### src/rtl/zcd_pkg.sv
package zcd_pkg;

  // True when a prior average below zero is followed by one inside [0, lim].
  function automatic logic rising_hit(input logic signed [31:0] prev_v,
                                      input logic signed [31:0] cur_v,
                                      input logic signed [31:0] lim_v);
    return (prev_v < 0) && (cur_v >= 0) && (cur_v <= lim_v);
  endfunction

endpackage

### src/rtl/zcd_rst_sync.sv
module zcd_rst_sync #(
  parameter int STAGES = 2
) (
  input  logic clk,
  input  logic rst_n,
  output logic rst_sync_n
);
  logic [STAGES-1:0] chain_q;

  for (genvar g = 0; g < STAGES; g++) begin : g_stage
    if (g == 0) begin : g_first
      always_ff @(posedge clk or negedge rst_n) begin
        if (!rst_n) chain_q[g] <= 1'b0;
        else        chain_q[g] <= 1'b1;
      end
    end else begin : g_rest
      always_ff @(posedge clk or negedge rst_n) begin
        if (!rst_n) chain_q[g] <= 1'b0;
        else        chain_q[g] <= chain_q[g-1];
      end
    end
  end

  assign rst_sync_n = chain_q[STAGES-1];
endmodule

### src/rtl/zcd_accum.sv
module zcd_accum #(
  parameter int SAMPLE_W = 12,
  parameter int LOG2_N   = 2,
  parameter int GUARD    = 1
) (
  input  logic                       clk,
  input  logic                       rst_n,
  input  logic                       smp_valid,
  input  logic signed [SAMPLE_W-1:0] smp_data,
  input  logic                       period_tick,
  output logic signed [SAMPLE_W-1:0] period_avg
);
  localparam int ACC_W = SAMPLE_W + LOG2_N + GUARD;

  logic signed [ACC_W-1:0] acc_q, acc_d, acc_sum, smp_ext;
  logic                    acc_en;

  always_comb begin
    smp_ext = smp_valid ? {{(ACC_W-SAMPLE_W){smp_data[SAMPLE_W-1]}}, smp_data}
                        : '0;
    acc_sum = acc_q + smp_ext;
    acc_en  = smp_valid | period_tick;
    acc_d   = period_tick ? '0 : acc_sum;
  end

  always_ff @(posedge clk or negedge rst_n) begin
    if (!rst_n)      acc_q <= '0;
    else if (acc_en) acc_q <= acc_d;
  end

  assign period_avg = SAMPLE_W'(acc_sum >>> LOG2_N);
endmodule

### src/rtl/zcd_window.sv
module zcd_window
  import zcd_pkg::*;
#(
  parameter int SAMPLE_W = 12
) (
  input  logic                       clk,
  input  logic                       rst_n,
  input  logic                       period_tick,
  input  logic signed [SAMPLE_W-1:0] cur_avg,
  input  logic        [SAMPLE_W-2:0] win_limit,
  output logic                       hit_now,
  output logic signed [SAMPLE_W-1:0] avg_out,
  output logic                       avg_valid,
  output logic                       cross_pulse
);
  logic signed [SAMPLE_W-1:0] prev_q, prev_d, avg_q, avg_d;
  logic                       have_q, have_d, valid_q, valid_d, cross_q, cross_d;
  logic signed [31:0]         lim_ext;

  always_comb begin
    lim_ext = 32'($unsigned(win_limit));
    hit_now = period_tick && have_q &&
              rising_hit(32'(prev_q), 32'(cur_avg), lim_ext);
    prev_d  = period_tick ? cur_avg : prev_q;
    avg_d   = period_tick ? cur_avg : avg_q;
    have_d  = have_q | period_tick;
    valid_d = period_tick;
    cross_d = hit_now;
  end

  always_ff @(posedge clk or negedge rst_n) begin
    if (!rst_n) begin
      prev_q  <= '0;
      avg_q   <= '0;
      have_q  <= 1'b0;
      valid_q <= 1'b0;
      cross_q <= 1'b0;
    end else begin
      if (period_tick) begin
        prev_q <= prev_d;
        avg_q  <= avg_d;
        have_q <= have_d;
      end
      valid_q <= valid_d;
      cross_q <= cross_d;
    end
  end

  assign avg_out     = avg_q;
  assign avg_valid   = valid_q;
  assign cross_pulse = cross_q;
endmodule

### src/rtl/zcd_since.sv
module zcd_since #(
  parameter int CNT_W = 16
) (
  input  logic             clk,
  input  logic             rst_n,
  input  logic             period_tick,
  input  logic             hit_now,
  output logic [CNT_W-1:0] since_cross
);
  localparam logic [CNT_W-1:0] CNT_MAX = {CNT_W{1'b1}};

  logic [CNT_W-1:0] cnt_q, cnt_d;

  always_comb begin
    if (hit_now)             cnt_d = '0;
    else if (cnt_q == CNT_MAX) cnt_d = cnt_q;
    else                     cnt_d = cnt_q + 1'b1;
  end

  always_ff @(posedge clk or negedge rst_n) begin
    if (!rst_n)           cnt_q <= '0;
    else if (period_tick) cnt_q <= cnt_d;
  end

  assign since_cross = cnt_q;
endmodule

### src/rtl/rising_zero_detect.sv
module rising_zero_detect #(
  parameter int SAMPLE_W = 12,
  parameter int LOG2_N   = 2,
  parameter int CNT_W    = 16,
  parameter int SYNC_STG = 2
) (
  input  logic                       clk,
  input  logic                       rst_n,
  input  logic                       smp_valid,
  input  logic signed [SAMPLE_W-1:0] smp_data,
  input  logic                       period_tick,
  input  logic        [SAMPLE_W-2:0] win_limit,
  output logic signed [SAMPLE_W-1:0] avg_out,
  output logic                       avg_valid,
  output logic                       cross_pulse,
  output logic        [CNT_W-1:0]    since_cross
);
  logic                       rst_int_n;
  logic signed [SAMPLE_W-1:0] period_avg;
  logic                       hit_now;

  zcd_rst_sync #(.STAGES(SYNC_STG)) u_rst (
    .clk(clk), .rst_n(rst_n), .rst_sync_n(rst_int_n)
  );

  zcd_accum #(.SAMPLE_W(SAMPLE_W), .LOG2_N(LOG2_N), .GUARD(1)) u_acc (
    .clk(clk), .rst_n(rst_int_n), .smp_valid(smp_valid), .smp_data(smp_data),
    .period_tick(period_tick), .period_avg(period_avg)
  );

  zcd_window #(.SAMPLE_W(SAMPLE_W)) u_win (
    .clk(clk), .rst_n(rst_int_n), .period_tick(period_tick),
    .cur_avg(period_avg), .win_limit(win_limit), .hit_now(hit_now),
    .avg_out(avg_out), .avg_valid(avg_valid), .cross_pulse(cross_pulse)
  );

  zcd_since #(.CNT_W(CNT_W)) u_cnt (
    .clk(clk), .rst_n(rst_int_n), .period_tick(period_tick),
    .hit_now(hit_now), .since_cross(since_cross)
  );
endmodule

### config.mk
export PLATFORM = sky130hd
export DESIGN_NAME = rising_zero_detect
export DESIGN_NICKNAME = d
export VERILOG_FILES = /design/src/rtl/zcd_pkg.sv /design/src/rtl/zcd_rst_sync.sv /design/src/rtl/zcd_accum.sv /design/src/rtl/zcd_window.sv /design/src/rtl/zcd_since.sv /design/src/rtl/rising_zero_detect.sv
export SDC_FILE = /design/constraint.sdc
export NUM_CORES = 1
export LEC_CHECK = 0
export BUFFER_PORTS_ARGS = -buffer_cell sky130_fd_sc_hd__clkbuf_2
export CORE_UTILIZATION = 46
export CTS_CLUSTER_SIZE = 14
export DETAILED_ROUTE_END_ITERATION = 7
export PLACE_DENSITY = 0.68
export SYNTH_ARGS = -nofsm -noshare
export SYNTH_HDL_FRONTEND = slang
export SYNTH_SLANG_ARGS = --single-unit
### constraint.sdc
create_clock -name clk -period 1.6 [get_ports clk]
set_input_delay 0.32 -clock clk [delete_from_list [all_inputs] [get_ports clk]]
set_output_delay 0.32 -clock clk [all_outputs]
set_load 0.05 [all_outputs]
==> results of run 1 <==
## synthesized netlist by cell type (all sizes together) (5+ instances only)
| cell | number | area [sq um] |
|---|---|---|
| and3 | 5 | 32.53 |
| and2 | 15 | 95.09 |
| nor3b | 5 | 37.54 |
| dfrtp | 47 | 1176 |
| mux2 | 10 | 112.6 |
| nor2 | 23 | 86.33 |
| nor3 | 13 | 120.1 |
| nand4 | 7 | 43.79 |
| ha | 22 | 275.3 |
| xor2 | 9 | 78.83 |
| a21o | 7 | 55.06 |
| clkbuf | 8 | 40.04 |
| inv | 13 | 48.80 |
| nand3 | 8 | 40.04 |
| nand2 | 15 | 56.30 |
| mux2i | 14 | 140.1 |
| a21oi | 19 | 98.85 |
| xnor2 | 18 | 165.2 |
| o21ai | 6 | 33.78 |
## per-layer routing
layer,wire length [um],global-route usage
met1,4228,0.3539
met2,4969,0.4760
met3,426,0.04183
met4,350,0.1017
met5,0,0
## power by group
| part | leakage [uW] | switching [uW] | total (uW) | internal, uW |
|---|---|---|---|---|
| clock | 0.0000612 | 407 | 913 | 506 |
| sequential | 0.000611 | 109 | 1460 | 1350 |
| combinational | 0.00183 | 1350 | 2380 | 1030 |
| total | 0.00250 | 1870 | 4760 | 2890 |
## timing repair
action,CTS,global route
pin swaps,22,25
cloned,0,0
hold buffers,1,0
endpoints found under the setup margin,41,41
hold endpoints to repair,2,0
buffers inserted,10,7
gates resized for setup,50,27
## state kept, by name, summed over array words and instances, names as in the netlist
| register | count |
|---|---|
| u_win.prev_q | 12 |
| u_acc.acc_q | 14 |
| u_rst.rst_sync_n | 1 |
| u_cnt.since_cross | 16 |
| u_rst.chain_q | 1 |
| u_win.have_q | 1 |
| u_win.avg_valid | 1 |
| u_win.cross_pulse | 1 |
## per-stage QoR
| stage | util | power (uW) | hold WS (ns) | setup slack (ns) | instances |
|---|---|---|---|---|---|
| 2_1_floorplan | - | 2799 | 0.02441 | -2.337 | 310 |
| 3_3_place_gp | 0.6733 | 3515 | 0.1049 | -2.171 | 535 |
| 3_5_place_dp | 0.6733 | 3569 | 0.1092 | -2.242 | 535 |
| 4_1_cts | 0.7432 | 4652 | 0.3225 | -1.916 | 553 |
| 5_1_grt | 0.7740 | 5000 | 0.3234 | -2.172 | 559 |
| 6_report | 0.7740 | 4759 | 0.3347 | -2.061 | 559 |
## cell type report
type | instances | area share
clock buffers | 6 | 0.01643
repair buffers | 175 | 0.2561
clock inverters | 2 | 0.006969
well taps | 77 | 0.01916
inverters | 13 | 0.009706
flip-flops and latches | 47 | 0.2342
multi-input cells | 239 | 0.4574
## final timing paths
kind	cells after the start	startpoint	endpoint
worst max-delay path	14	u_acc.acc_q[4]$_DFFE_PN0P_	u_cnt.since_cross[6]$_DFFE_PN0P_
worst min-delay path	2	rst_n	u_rst.rst_sync_n$_DFF_PN0_
worst max register to register	14	u_acc.acc_q[4]$_DFFE_PN0P_	u_cnt.since_cross[6]$_DFFE_PN0P_
worst min register to register	1	u_rst.rst_sync_n$_DFF_PN0_	u_win.prev_q[0]$_DFFE_PN0P_
max in group asynchronous	1	u_rst.rst_sync_n$_DFF_PN0_	u_acc.acc_q[10]$_DFFE_PN0P_
min in group clk	2	period_tick	u_win.avg_valid$_DFF_PN0_
## critical path, delay by kind of cell (launching register included)
family	cells	cell delay (ns)
adders and majority gates	3	0.88
AOI/OAI and AO/OA	7	1.65
DFF	1	0.45
xor gates and xnor gates	1	0.09
and+or+nand+nor	2	0.25
buffers and inverters	1	0.21
## layout by cell type (no fill, tap or decap), types with 8 or more instances in the layout
master | synthesis | layout
buf_6 | 1 | 21
mux2i_1 | 14 | 13
and2_1 | 14 | 9
nand2_1 | 15 | 14
mux2_4 | 0 | 8
xnor2_1 | 17 | 11
dfrtp_1 | 47 | 46
ha_1 | 22 | 13
clkbuf_2 | 0 | 55
nor2_1 | 23 | 22
a21oi_1 | 18 | 9
buf_4 | 0 | 96
inv_1 | 13 | 13
nor3_2 | 11 | 11
## logic make-up after synthesis
family / count (synthesis) / share of synthesized area
adders and majority gates: 24 / 0.09711
and+or+nand+nor: 106 / 0.1994
other: 1 / 0.001188
AOI/OAI and AO/OA: 57 / 0.1379
buffers and inverters: 24 / 0.03448
muxes: 24 / 0.08006
DFF: 47 / 0.3726
xor gates and xnor gates: 27 / 0.07729
==> flow_summary_export.csv, run 1 <==
group,metric,value,unit
outcome,status,"complete, but fails checks",
outcome,violations,"negative setup slack",
synthesis,ys_warn_count,0,
timing,timing.final.ws_setup,-2.061,ns
clock_network,cts_sinks,47,
synthesis,avgSynthCellArea,10.18,sq um
clock_network,root_buffer,"clkbuf_8",
timing,final_hold_viol_count,0,
grt,grt_first_pass_wirelength,15590,um
timing,relSlewSlack,0.6168,
power_and_ir_drop,p_leak,0.002499,uW
place,port-buffer-count,56,
grt,grt-ovfl-total,0,
place,place_area,4373,sq um
timing,tns,-49.36,ns
worst_setup_path,required,1.78,ns
timing,finalSetupViolCount,41,
timing,skew,0.006734,ns
die,die_area,7198,sq um
die,die_w,84.84,um
clock_network,clk_pin_slew,0.09,ns
place,place_congestion,0.8469,
synthesis,synth_nets,360,
timing,finalCritPeriodShare,2.288,
clock_network,cts_tree,"done",
worst_setup_path,startpoint_type,"flop",
synthesis,ys_seq_area_frac,0.3726,
timing,fmaxAchievable,273.1,MHz
timing,period_needed,3.661,ns
synthesis,synth_cell_types,61,
timing,rsz0062_at_grt,"true",
grt,antenna_found_initial,0,
layout,fillCellCount,401,
layout,nNetsFinal,531,
layout,seq_area,1177,sq um
clock_network,clk_latency,0.30,ns
power_and_ir_drop,cellPowerDensity,946.6,nW/um^2
layout,multi_input_area,2300,sq um
place,dp_hpwl,6368,um
worst_setup_path,arrival,3.84,ns
layout,drive_above_1_share,0.5602,
drt,viasPerCell,5.508,
timing,worst_pin_slew,0.5747,ns
drt,drtIter0Drc,133,
die,pin_count,57,
layout,final_area,5027,sq um
drt,drc,0,
drt,ant_nets,0,
worst_setup_path,worstSetupPathType,"flop to flop",
grt,grt_util_all_layers,0.2762,
timing,slew_violations,0,
clock_network,cts_buffer_depth,2,
die,start_util,0.4860,
worst_setup_path,end_kind,"flop",
worst_setup_path,r2r_slack,-2.06,ns
worst_setup_path,crit_path_cell_trace,"ha_4, and2_4, a221oi_4, nand2_2, a21o_2, a21oi_4, xnor2_2, ha_1, a21o_1, maj3_2, a221o_1, a2111oi_4, buf_6, a211oi_2",
die,core_area,6495,sq um
synthesis,synth_edf_count,0,
layout,diodes,0,
synthesis,syn-instance-count,310,
drt,drt-total-wl,9974,um
clock_network,cts_made_buffers,5,
drt,routedWlPerCell,17.84,um
grt,grt_pass1_vias,3223,
worst_setup_path,slowest_stage,"dfrtp_1",
clock_network,htree_levels,2,
worst_setup_path,slowest_delay,0.45,ns
die,die_y,84.84,um
worst_setup_path,cp_max_fo,8,
power_and_ir_drop,ir_worst_vdd,1.052,mV
hold_path,min_path_type,"input port to asynchronous set/reset pin",
synthesis,async_flop_share,1.000,
synthesis,ys.flop_type,"dfrtp_1",
drt,drtPass1Iterations,6,
synthesis,netlist_area,3157,sq um
layout,area_delta_synth_final,59.25,%
grt,grt_start_max_net_pins,46,
synthesis,ys_ff_latch,47,
drt,vias,3079,
die,placementRows,29,
job,drv_cap,0,
Power figures use the tool's default switching activity.
==> run 2: changes to the inputs <==
--- a/config.mk
+++ b/config.mk
@@ -6,6 +6,7 @@
 export NUM_CORES = 1
 export LEC_CHECK = 0
 export BUFFER_PORTS_ARGS = -buffer_cell sky130_fd_sc_hd__clkbuf_2
+export CORE_MARGIN = 10
 export CORE_UTILIZATION = 46
 export CTS_CLUSTER_SIZE = 14
 export DETAILED_ROUTE_END_ITERATION = 7
==> flow_summary_export.csv, run 2 (synthesized netlist as in run 1, its figures left out) <==
group,metric,value,unit
grt,grt_start_max_net_pins,35,
worst_setup_path,required,1.80,ns
layout,final_cell_mix,"buf_4 (82), clkbuf_2 (55), dfrtp_1 (46), nor2_1 (22), nand2_1 (15)",
timing,finalSetupViolCount,41,
grt,grt_pass1_vias,3118,
clock_network,clk_latency,0.32,ns
die,start_util,0.4698,
clock_network,cts_sinks,47,
timing,skew,0.01364,ns
timing,relSlewSlack,0.6443,
layout,instances_no_fill,541,
power_and_ir_drop,clkPwrFrac,0.222,
layout,drive_above_1_share,0.5271,
worst_setup_path,crit_family,"compound AO/OA/AOI/OAI gates",
clock_network,cts_tree,"done",
power_and_ir_drop,p_sw_frac,0.3816,
layout,layout_commonest_cell,"buf_4",
timing,slew_violations,0,
outcome,violations,"negative setup slack",
drt,drc,0,
grt,grt_util_all_layers,0.1714,
power_and_ir_drop,cellPowerDensity,982.7,nW/um^2
power_and_ir_drop,p_comb_frac,0.468,
timing,final_hold_viol_count,0,
timing,fmaxAchievable,277.1,MHz
place,port-buffer-count,56,
layout,area_delta_synth_final,53.67,%
die,pin_count,57,
drt,viasPerCell,5.322,
place,place_area,4274,sq um
place,place_congestion,0.8718,
worst_setup_path,startpoint_type,"flop",
drt,drtIter0Drc,82,
drt,drtPass1Iterations,6,
die,die_y,102.8,um
timing,worst_pin_slew,0.5312,ns
outcome,status,"complete, but fails checks",
worst_setup_path,arrival,3.81,ns
layout,largest_register_ffs,16,
clock_network,cts_made_buffers,5,
clock_network,root_buffer,"clkbuf_8",
worst_setup_path,critPathBufInv,2,
power_and_ir_drop,ir_worst_vdd,0.9906,mV
layout,diodes,0,
layout,final_area,4851,sq um
power_and_ir_drop,pwr-share-seq,0.310,
place,dp_hpwl,6660,um
layout,nNetsFinal,510,
clock_network,cts_buffer_depth,2,
grt,grt-ovfl-total,0,
timing,rsz0062_at_grt,"true",
worst_setup_path,slowest_delay,0.45,ns
die,placementRows,30,
drt,drt-total-wl,8950,um
power_and_ir_drop,internal-power,2948,uW
hold_path,min_path_type,"flop to asynchronous set/reset pin",
worst_setup_path,worstSetupPathType,"flop to flop",
die,die_w,102.8,um
grt,grt_first_pass_wirelength,14350,um
drt,ant_nets,0,
clock_network,htree_levels,2,
clock_network,clk_pin_slew,0.10,ns
job,drv_cap,0,
die,die_area,10580,sq um
drt,routedWlPerCell,16.54,um
worst_setup_path,crit_path_cell_trace,"ha_4, and2_4, a221oi_4, nand2_1, a21o_2, a21oi_2, xnor2_1, ha_1, a21o_1, maj3_2, a221o_1, a2111oi_4, buf_4, clkbuf_16, nor3_2",
worst_setup_path,cp_max_fo,8,
power_and_ir_drop,finalPower,4767,uW
drt,vias,2879,
die,core_area,6719,sq um
timing,timing.final.ws_setup,-2.009,ns
place,place_inst,521,
power_and_ir_drop,p_leak,0.002369,uW
timing,finalCritPeriodShare,2.256,
timing,period_needed,3.609,ns
worst_setup_path,slowest_stage,"dfrtp_1",
power_and_ir_drop,p_switching,1819,uW
worst_setup_path,end_kind,"flop",
place,dpl_worst_slack,-2.185,ns
grt,antenna_found_initial,0,
==> run 2: cell count changes in the layout (fill, tap and decap cells not counted), moves of 2 or more <==
cell / before / now
buf_12: 1 / 3
o21ai_2: 3 / 1
a21oi_4: 5 / 2
buf_6: 21 / 11
buf_4: 96 / 82
a21oi_1: 9 / 11
==> run 2: cell type report <==
type	count	area, sq um
multi-input cells	239	2265
fillers	480	1868
flip-flops and latches	47	1177
repair buffers	154	1124
well taps	80	100.1
clock buffers	5	68.82
clock inverters	3	67.56
inverters	13	48.80
==> run 2: metrics by stage <==
stage,TNS [ns],hold WS (ns),utilization
CTS,-46.31,0.1735,0.7002
global route,-50.89,0.1870,0.7220
detailed placement,-56.45,0.1077,0.6361
global placement,-53.86,0.1066,0.6361
floorplan,-52.59,0.02441,-
finish,-47.32,0.1599,0.7220
==> run 2: path summary, 6_finish.rpt <==
path,startpoint,end,slack [ns],cells after the start
worst max register to register,u_acc.acc_q[3]$_DFFE_PN0P_,u_cnt.since_cross[8]$_DFFE_PN0P_,-2.01,15
max in group asynchronous,u_rst.rst_sync_n$_DFF_PN0_,u_cnt.since_cross[15]$_DFFE_PN0P_,0.95,1
min in group clk,period_tick,u_acc.acc_q[8]$_DFFE_PN0P_,0.30,3
worst max-delay path,u_acc.acc_q[3]$_DFFE_PN0P_,u_cnt.since_cross[8]$_DFFE_PN0P_,-2.01,15
worst min register to register,u_rst.rst_sync_n$_DFF_PN0_,u_acc.acc_q[0]$_DFFE_PN0P_,0.16,0
worst min-delay path,u_rst.rst_sync_n$_DFF_PN0_,u_acc.acc_q[0]$_DFFE_PN0P_,0.16,0
==> run 2: power by group through the flow <==
stage / clock (uW) / combinational (uW) / sequential, uW
floorplan: 0 / 807 / 1990
global placement: 0 / 2000 / 1490
detailed placement: 0 / 2050 / 1490
CTS: 1050 / 2170 / 1480
global route: 1110 / 2400 / 1500
finish: 1060 / 2230 / 1480
==> run 2: timing repair <==
| action | 4_1_cts | 5_1_grt |
|---|---|---|
| endpoints found under the setup margin | 40 | 41 |
| gates cloned | 0 | 1 |
| pin swaps | 12 | 22 |
| endpoints found under the hold margin | 2 | 0 |
| buffers inserted | 10 | 9 |
| gates resized for setup | 38 | 21 |
| hold buffers | 1 | 0 |
==> run 2: layer usage <==
metal,track usage,share of wire,up-vias
met1,0.1945,0.42,1400
met4,0.05561,0.018,0
met5,0,0,-
met2,0.3155,0.53,50
li1,-,-,1414
met3,0.03150,0.036,15
